`src/rtl/fsup_pkg.sv`:
```
package fsup_pkg;

   // Control bit positions, counted down from the top of the command word
   localparam int unsigned CLR_FROM_TOP = 0;
   localparam int unsigned CUT_FROM_TOP = 1;

   // Width of a counter that must hold the value lim
   function automatic int unsigned cnt_width(input int unsigned lim);
      return (lim < 2) ? 1 : $clog2(lim + 1);
   endfunction

endpackage

```
`src/rtl/fsup_debounce.sv`:
```
module fsup_debounce #(
   parameter int unsigned DLY = 4
) (
   input  logic clk,
   input  logic rst_n,
   input  logic clr,
   input  logic raw,
   output logic qual
);
   localparam int unsigned CW = fsup_pkg::cnt_width(DLY);
   localparam logic [CW-1:0] TERM = CW'(DLY);

   logic [CW-1:0] cnt;

   // Any low cycle restarts the count; the count saturates at TERM
   always_ff @(posedge clk or negedge rst_n) begin
      if (!rst_n) begin
         cnt <= '0;
      end else if (clr || !raw) begin
         cnt <= '0;
      end else if (cnt != TERM) begin
         cnt <= cnt + 1'b1;
      end
   end

   assign qual = (cnt == TERM);

endmodule

```
`src/rtl/fsup_serial_rx.sv`:
```
module fsup_serial_rx #(
   parameter int unsigned WORD_W = 16,
   parameter int unsigned N_CH   = 4
) (
   input  logic            clk,
   input  logic            rst_n,
   input  logic            clr,
   input  logic            cs_n,
   input  logic            sclk,
   input  logic            sdi,
   input  logic            tp,
   output logic            sdo,
   output logic            word_vld,
   output logic [N_CH-1:0] w_req,
   output logic            w_cut,
   output logic            w_clr
);
   localparam int unsigned BW = fsup_pkg::cnt_width(WORD_W);
   localparam logic [BW-1:0] FULL = BW'(WORD_W);

   logic              cs_q;
   logic              sclk_q;
   logic [WORD_W-1:0] shreg;
   logic [BW-1:0]     bcnt;
   logic              cs_fall;
   logic              cs_rise;
   logic              sclk_rise;

   assign cs_fall   =  cs_q & ~cs_n;
   assign cs_rise   = ~cs_q &  cs_n;
   assign sclk_rise =  sclk & ~sclk_q;

   always_ff @(posedge clk or negedge rst_n) begin
      if (!rst_n) begin
         cs_q   <= 1'b1;
         sclk_q <= 1'b0;
         shreg  <= '0;
         bcnt   <= '0;
         sdo    <= 1'b0;
      end else if (clr) begin
         cs_q   <= 1'b1;
         sclk_q <= 1'b0;
         shreg  <= '0;
         bcnt   <= '0;
         sdo    <= 1'b0;
      end else begin
         cs_q   <= cs_n;
         sclk_q <= sclk;
         if (cs_fall) begin
            bcnt <= '0;
         end else if (!cs_n && sclk_rise) begin
            shreg <= {shreg[WORD_W-2:0], sdi};
            if (bcnt != FULL) bcnt <= bcnt + 1'b1;
         end
         // First output bit is the live warning flag captured at select
         if (cs_fall) begin
            sdo <= tp;
         end else if (cs_n) begin
            sdo <= 1'b0;
         end
      end
   end

   assign word_vld = cs_rise && (bcnt == FULL);
   assign w_req    = shreg[N_CH-1:0];
   assign w_cut    = shreg[WORD_W-1-fsup_pkg::CUT_FROM_TOP];
   assign w_clr    = shreg[WORD_W-1-fsup_pkg::CLR_FROM_TOP];

endmodule

```
`src/rtl/fsup_channel.sv`:
```
module fsup_channel #(
   parameter int unsigned SD_DLY = 4
) (
   input  logic clk,
   input  logic rst_n,
   input  logic clr,
   input  logic on,
   input  logic ol_raw,
   input  logic oc_raw,
   input  logic cut_en,
   input  logic clr_req,
   output logic ol_q,
   output logic oc_q,
   output logic oc_off
);
   logic ol_live;
   logic oc_live;

   // Sense conditions only count while the switch is driven
   assign ol_live = ol_raw & on;
   assign oc_live = oc_raw & on;

   fsup_debounce #(.DLY(SD_DLY)) u_ol_dly (
      .clk(clk), .rst_n(rst_n), .clr(clr), .raw(ol_live), .qual(ol_q)
   );

   fsup_debounce #(.DLY(SD_DLY)) u_oc_dly (
      .clk(clk), .rst_n(rst_n), .clr(clr), .raw(oc_live), .qual(oc_q)
   );

   // Cutoff latch: a qualified trip outranks a clear in the same cycle
   always_ff @(posedge clk or negedge rst_n) begin
      if (!rst_n) begin
         oc_off <= 1'b0;
      end else if (clr) begin
         oc_off <= 1'b0;
      end else if (oc_q && cut_en) begin
         oc_off <= 1'b1;
      end else if (clr_req) begin
         oc_off <= 1'b0;
      end
   end

endmodule

```
`src/rtl/fsup_top.sv`:
```
module fsup_top #(
   parameter int unsigned N_CH   = 6,
   parameter int unsigned WORD_W = 16,
   parameter int unsigned UV_DLY = 1000,
   parameter int unsigned SD_DLY = 200
) (
   input  logic            clk,
   input  logic            rst_n,
   input  logic            inh_n,
   input  logic            uv_raw,
   input  logic [N_CH-1:0] ol_raw,
   input  logic [N_CH-1:0] oc_raw,
   input  logic            tp_hi,
   input  logic            tp_lo,
   input  logic            tsd_raw,
   input  logic            ton_raw,
   input  logic            cs_n,
   input  logic            sclk,
   input  logic            sdi,
   output logic            sdo,
   output logic [N_CH-1:0] ch_en,
   output logic            ch_hiz,
   output logic            psf,
   output logic            opl,
   output logic            scd,
   output logic            tp
);
   // Elaboration-time parameter checks
   if (N_CH < 1) begin : g_bad_nch
      $error("fsup_top: N_CH must be at least 1");
   end
   if (WORD_W < N_CH + 2) begin : g_bad_word
      $error("fsup_top: WORD_W must hold N_CH request bits plus two control bits");
   end
   if (UV_DLY < 1 || SD_DLY < 1) begin : g_bad_dly
      $error("fsup_top: qualification delays must be at least one cycle");
   end

   logic            clr;
   logic            word_vld;
   logic [N_CH-1:0] w_req;
   logic            w_cut;
   logic            w_clr;
   logic            srr_pulse;
   logic [N_CH-1:0] cmd;
   logic            cut_en;
   logic            tsd_lock;
   logic            uv_q;
   logic            uv_act;
   logic [N_CH-1:0] ol_q;
   logic [N_CH-1:0] oc_q;
   logic [N_CH-1:0] oc_off;

   assign clr = ~inh_n;

   fsup_serial_rx #(.WORD_W(WORD_W), .N_CH(N_CH)) u_rx (
      .clk(clk), .rst_n(rst_n), .clr(clr),
      .cs_n(cs_n), .sclk(sclk), .sdi(sdi), .tp(tp), .sdo(sdo),
      .word_vld(word_vld), .w_req(w_req), .w_cut(w_cut), .w_clr(w_clr)
   );

   assign srr_pulse = word_vld & w_clr;

   fsup_debounce #(.DLY(UV_DLY)) u_uv_dly (
      .clk(clk), .rst_n(rst_n), .clr(clr), .raw(uv_raw), .qual(uv_q)
   );

   // Undervoltage holds the outputs only while the supply is actually low
   assign uv_act = uv_q & uv_raw;

   for (genvar i = 0; i < N_CH; i++) begin : g_ch
      fsup_channel #(.SD_DLY(SD_DLY)) u_ch (
         .clk(clk), .rst_n(rst_n), .clr(clr),
         .on(ch_en[i]), .ol_raw(ol_raw[i]), .oc_raw(oc_raw[i]),
         .cut_en(cut_en), .clr_req(srr_pulse),
         .ol_q(ol_q[i]), .oc_q(oc_q[i]), .oc_off(oc_off[i])
      );
   end

   assign ch_en  = {N_CH{inh_n & ~tsd_lock & ~uv_act}} & cmd & ~oc_off;
   assign ch_hiz = ~inh_n;

   always_ff @(posedge clk or negedge rst_n) begin
      if (!rst_n) begin
         cmd      <= '0;
         cut_en   <= 1'b0;
         tsd_lock <= 1'b0;
         psf      <= 1'b0;
         opl      <= 1'b0;
         scd      <= 1'b0;
         tp       <= 1'b0;
      end else if (clr) begin
         cmd      <= '0;
         cut_en   <= 1'b0;
         tsd_lock <= 1'b0;
         psf      <= 1'b0;
         opl      <= 1'b0;
         scd      <= 1'b0;
         tp       <= 1'b0;
      end else begin
         if (word_vld) begin
            cmd    <= w_req;
            cut_en <= w_cut;
         end
         if (tsd_raw) begin
            tsd_lock <= 1'b1;
         end else if (srr_pulse && ton_raw) begin
            tsd_lock <= 1'b0;
         end
         // A fault still qualified outranks a clear request
         if (uv_q) begin
            psf <= 1'b1;
         end else if (srr_pulse) begin
            psf <= 1'b0;
         end
         if (|ol_q) begin
            opl <= 1'b1;
         end else if (srr_pulse) begin
            opl <= 1'b0;
         end
         if (|oc_q) begin
            scd <= 1'b1;
         end else if (srr_pulse) begin
            scd <= 1'b0;
         end
         if (tp_hi) begin
            tp <= 1'b1;
         end else if (tp_lo) begin
            tp <= 1'b0;
         end
      end
   end

endmodule

```
`config.mk`:
```
export PLATFORM = sky130hd
export DESIGN_NAME = fsup_top
export DESIGN_NICKNAME = d
export VERILOG_FILES = /design/src/rtl/fsup_pkg.sv /design/src/rtl/fsup_debounce.sv /design/src/rtl/fsup_serial_rx.sv /design/src/rtl/fsup_channel.sv /design/src/rtl/fsup_top.sv
export SDC_FILE = /design/constraint.sdc
export NUM_CORES = 1
export LEC_CHECK = 0
export ABC_AREA = 1
export CAP_MARGIN = 20
export CORE_UTILIZATION = 30
export DETAILED_ROUTE_END_ITERATION = 7
export GPL_TIMING_DRIVEN = 0
export PLACE_DENSITY = 0.55
export SLEW_MARGIN = 25
export SYNTH_ARGS = -nofsm -noshare
export SYNTH_HDL_FRONTEND = slang
export SYNTH_SLANG_ARGS = --single-unit
```
`constraint.sdc`:
```
create_clock -name clk -period 1.5 [get_ports clk]
set_input_delay 0.15 -clock clk [delete_from_list [all_inputs] [get_ports clk]]
set_output_delay 0.15 -clock clk [all_outputs]
set_load 0.005 [all_outputs]
```
== Word level (Yosys, flattened, before mapping) ==
Index checks and enable logic that the tools add are counted.

* Bits in registers: 148
* Input port bits: 23
* Logic and storage cells: 238
* Output and inout bits: 12

* Bitwise gates (word level): 28
* Add/sub/neg operators: 14
* Reductions and logical operators: 53
* Equality and inequality tests: 45
* Multiplexer cells: 67

{| class="wikitable"
|+ Operators by type and width
! operator !! count
|-
| two-way mux 8 bit || 24
|-
| adder 8 x 1 -> 8 bit, second input constant || 12
|-
| equality test 8 bit, second input constant || 12
|-
| != test 8 bit, second input constant || 12
|-
| two-way mux 16 bit || 3
|-
| != test 3 x 1 -> 1 bit, second input constant || 14
|-
| two-way mux 1 bit || 32
|-
| nonzero test 2 bit || 13
|-
| two-way mux 10 bit || 2
|-
| two-way mux 5 bit || 4
|-
| AND 1 bit || 19
|-
| logical NOT 1 bit || 14
|-
| logical OR 1 bit || 13
|-
| AND 6 bit || 2
|-
| two-way mux 6 bit || 2
|-
| OR reduction 6 bit || 2
|-
| adder 10 x 1 -> 10 bit, second input constant || 1
|-
| equality test 10 bit, second input constant || 1
|-
| != test 10 bit, second input constant || 1
|-
| logical AND 1 bit || 9
|-
| NOT 1 bit || 6
|-
| NOT 6 bit || 1
|-
| adder 5 x 1 -> 5 bit, second input constant || 1
|-
| equality test 5 bit, second input constant || 1
|-
| other kinds (4) || 6
|}

== Depth between registers and ports, before layout ==
* Depth in word-level cells: 10
* Mapped depth: 10
* Gate-level depth less buffers: 10

== Cells and area by module ==
Synthesis repeated with hierarchy kept, for this count alone.

* Cell total of the unflattened synthesis: 1,170
* Area total of the unflattened synthesis: 8,503.2 sq um

{| class="wikitable"
|+ Modules (own cells, without submodules)
! module !! cells an instance !! area each (sq um) !! instances !! seq. area each (sq um)
|-
| fsup_debounce at g_ch[0].u_ch.u_oc_dly ... || 69 || 474.2 || 12 || 200.2
|-
| fsup_serial_rx || 145 || 1,285.0 || 1 || 601.8
|-
| fsup_top || 73 || 604.3 || 1 || 300.3
|-
| fsup_debounce at u_uv_dly || 70 || 563.0 || 1 || 250.2
|-
| fsup_channel || 9 || 60.1 || 6 || 25.0
|}

== Least setup slack after synthesis ==
No wires, ideal clock.

* Kind: register -> output
* Start: register u_uv_dly.cnt[0]
* End: output ch_en[0]
* Cell stages (with the launch flop): 10
* Setup slack: -19 ps
* Buffers on the path: 2
* Arrival: 1,369 ps
* Required time: 1,350 ps
* Cells stage by stage: dfrtp_1 inv_1 ha_1 nand2_1 nor2_1 nand4_1 buf_6 nand2_4 nor3_1 buf_4

* Cells in the longest elaborated chain, start to end: 6

{| class="wikitable"
|+ RTL lines
! what !! line !! RTL
|-
| start: declaration || fsup_debounce.sv:13 || <nowiki>logic [CW-1:0] cnt;</nowiki>
|-
| start signal: assignment || fsup_debounce.sv:22 || <nowiki>cnt <= cnt + 1'b1;</nowiki>
|-
| equality test 10 bit || fsup_debounce.sv:26 || <nowiki>assign qual = (cnt == TERM);</nowiki>
|-
| AND 1 bit || fsup_top.sv:69 || <nowiki>assign uv_act = uv_q & uv_raw;</nowiki>
|-
| NOT 1 bit || fsup_top.sv:80 || <nowiki>assign ch_en = {N_CH{inh_n & ~tsd_lock & ~uv_act}} & cmd & ~oc_off;</nowiki>
|-
| AND 1 bit || fsup_top.sv:80 ||
|-
| AND 6 bit (2 in series) || fsup_top.sv:80 ||
|-
| end: declaration || fsup_top.sv:21 || <nowiki>output logic [N_CH-1:0] ch_en,</nowiki>
|}

No other way between the ends.

== Worst setup path after layout ==
* Start: register u_uv_dly.cnt[0]
* End: output ch_en[1]

The elaborated chain is that of the path after synthesis.

==> key figures <==
Pwr
  • Lkg Pwr: just over 4 nW
  • VDD IR max: between 0.8 and 0.9 mV
  • Reg power frac: 0.463
  • Power Dens Cells: 902 nW/um^2
  • Sw Ratio: 0.222
  • NetSw: roughly 1.9 mW
  • Clk pwr share: 0.497
  • Cell Int Power: just under 7 mW
  • Total power: between 8 and 9 mW
  • Combinational fraction of design power: 0.040

Global routing
  • Number of global-route vias before repair: roughly 5.5k
  • First-pass GRT wire length: roughly 26 mm
  • Tot GR Track Use: 0.125
  • Initial antenna violation count: 0
  • Pin count of the biggest net entering global routing: just under 80
  • GRT overflow: 0

Clock tree
  • CTS max path bufs: 2
  • Worst skew pair latency: 420 ps
  • H-Tree Level Count: 4
  • Worst-path clk slew: approximately 60 ps
  • CTS tree: yes
  • Root buffer cell: clkbuf_16
  • Num CTS Buffers: 17
  • Clk sinks: around 150

Critical path
  • Worst Path Buf+Inv: 4
  • CP arrival: ~1900 ps
  • R2R setup slack: -270 ps
  • Startpoint type of the worst setup path: register
  • Critical path's top delay family: buffers and inverters
  • Worst setup path class: reg2out
  • Reg-to-reg endpoint: g_ch[2].u_ch.u_ol_dly.cnt[7]$_DFFE_PN0P_
  • Worst path max stage delay: roughly 400 ps
  • Worst r2r src: u_uv_dly.cnt[0]$_DFFE_PN0P_
  • Setup crit end kind: output pin
  • Reg2Reg Depth: 10
  • CP cell instances: inv_2, ha_4, nand2_1, nor2_1, nand4_1, buf_12, nand2_8, buf_6, nor3_4, buf_6
  • Slowest CP cell: dfrtp_1
  • CP Max Fanout: 4
  • Most common cell on crit path: buf_6
  • Critical Path RT: approximately 1400 ps

Hold path
  • Hold Crit Endpoint: cut_en$_DFFE_PN0P_
  • Worst hold path stage count: 3
  • Worst Hold Launch: inh_n
  • Hold Path Class: in2reg

Routing
  • WL/cell: roughly 12 um
  • Total detailed-routing wirelength: 15.6 mm
  • Antenna-violating nets left: 0
  • Initial DRC Count: 176
  • Drt pass-1 iters: 4
  • # DRC: 0
  • Vias: approximately 5.7k
  • Via density: 4.38

Logic synthesis
  • Sequential area share after synthesis: 0.490
  • Count of cell types in the netlist: 30
  • #FFs+latches synth: around 150
  • Syn Nets: ~940
  • Synth Warn #: 0
  • Mapped cell area: between 7000 and 8000 sq um
  • Share of the synthesized area in the top cell type: 0.487
  • Gate Count Post-Synth: between 800 and 900
  • Avg Cell Area, Syn: about 8.5 sq um
  • Area contributors post-synth: dfrtp_1 (49%), nand2_1 (9.6%), nor2_1 (7.5%), xor2_1 (7.0%), inv_1 (5.4%)
  • Synth area leader: dfrtp_1

Layout
  • Fill cells: roughly 2.5k
  • Share of cells above drive strength 1: 0.197
  • Post-Layout Cell Count: about 1.3k
  • Most frequent cells in the layout: nand2_1 (182), dfrtp_1 (147), inv_1 (103)
  • ANT cells: 0
  • Nets: ~1.0k
  • Commonest non-fill, non-tap cell in the layout: nand2_1
  • Syn-to-layout area delta: 27.2%
  • Finished Core Util: 0.392

Timing
  • Max-slew violation count: 0
  • Max-slew headroom at the worst pin: 0.584
  • Fin. Hold Viols: 0
  • Fmax: around 480 MHz
  • Final WS setup: -569 ps
  • Crit path time final: 2070 ps
  • Period Utilization, post-route: 1.38
  • Clock skew: between 9 and 10 ps
  • RSZ-0062 raised after global routing: yes
  • Hold Slack: ~120 ps
  • Post-route setup TNS: -22850 ps
  • Final setup violation count: a little over 100
  • Worst-Margin Slew: around 620 ps

Status
  • Status: complete, but fails checks
  • Failing checks: negative setup slack

Floorplan
  • Initial Util: 0.308
  • # rows: 57
  • DIE AREA: 25800 sq um
  • # IOs: 35
  • Core ar.: 24500 sq um
  • Die height: 161 um
  • DIE WIDTH: ~160 um

Placed design
  • DP HPWL: roughly 10 mm
  • Dpl cells: roughly 1.3k
  • Port Buffers: 34
  • Gpl congestion: 0.790

Job
  • Max cap viols: 0
==> flip-flops by register name (all words and copies together) (netlist names), 5 cells and up <==
register	count
u_rx.bcnt	5
g_ch.u_ch.u_oc_dly.cnt	48
u_rx.shreg	16
cmd	6
g_ch.u_ch.oc_off	6
g_ch.u_ch.u_ol_dly.cnt	48
u_uv_dly.cnt	10
==> synth_stat cells, drive strengths merged <==
cell type    n
buf         11
a21oi       28
ha          28
nor2       154
a31oi        1
inv        110
o21a         1
dfstp        1
or2          2
a211oi       1
o21ai       29
and3         2
dfrtp      147
nand3       64
nand2      195
o21bai       2
xor2        60
nor3        23
nand4       19
xnor2       11
clkbuf       3
==> layout make-up <==
class | instances | area [sq um] | share of cell area
multi-input cells | 620 | 3750 | 0.390
repair buffers | 61 | 672 | 0.0699
well taps | 324 | 405 | 0.0422
flip-flops and latches | 148 | 3700 | 0.385
repair inverters | 1 | 7.51 | 0.000781
inverters | 110 | 417 | 0.0433
clock inverters | 14 | 159 | 0.0165
plain buffers | 7 | 66.3 | 0.00690
clock buffers | 18 | 429 | 0.0446
==> stage by stage <==
stage | cell area, sq um | setup slack (ps)
CTS | 9250 | -629
global placement | 8360 | -6100
detailed placement | 8390 | -908
global route | 9610 | -688
floorplan | 7610 | -5.84
finish | 9610 | -569
==> worst register-to-register path, delay by kind of cell (launching register included) <==
kind / cells / cell delay [ps]
buffers and inverters: 4 / 590
AND/OR/NAND/NOR: 5 / 550
flip-flops: 1 / 400
adder cells (fa/ha/maj): 1 / 120
==> worst max path at each step <==
stage / from / end / slack (ps) / cells past startpoint
floorplan: u_uv_dly.cnt[0]$_DFFE_PN0P_ / ch_en[0] / -6 / 9
global placement: rst_n / g_ch[1].u_ch.u_ol_dly.cnt[6]$_DFFE_PN0P_ / -6100 / 1
detailed placement: inh_n / ch_en[1] / -910 / 8
CTS: u_uv_dly.cnt[0]$_DFFE_PN0P_ / ch_en[1] / -630 / 10
global route: u_uv_dly.cnt[0]$_DFFE_PN0P_ / ch_en[0] / -690 / 10
finish: u_uv_dly.cnt[0]$_DFFE_PN0P_ / ch_en[1] / -570 / 10
==> power by group through the flow <==
stage	combinational, mW	clock [mW]	sequential [mW]
finish	0.343	4.31	4.01
floorplan	0.0951	0	4.09
global placement	0.293	0	4.09
CTS	0.339	4.44	4.01
global route	0.387	4.59	4.01
detailed placement	0.305	0	4.09
==> kinds of logic after synthesis <==
kind of cell | Yosys count | share of synthesized area
AO/OA/AOI/OAI | 62 | 0.0425
AND/OR/NAND/NOR | 459 | 0.271
adder cells (fa/ha/maj) | 28 | 0.0464
buffers and inverters | 124 | 0.0675
flip-flops | 148 | 0.490
XOR/XNOR | 71 | 0.0823
==> layer usage <==
layer  routed length, um  up-vias  GRT usage
met3                 475       11     0.0349
met2                7770       41      0.211
met4                 134        0     0.0322
met1                7250     2707      0.157
met5                   0        -          0
li1                    -     2945          -
==> what timing repair did <==
item                                   in CTS  in global routing
hold buffers                                1                  0
setup buffers                              18                  8
pin swaps                                  12                 17
gates cloned                                0                  2
setup endpoints to repair                 120                122
endpoints found under the hold margin      74                  0
gates resized for setup                    68                105
Power figures use the tool's default switching activity.
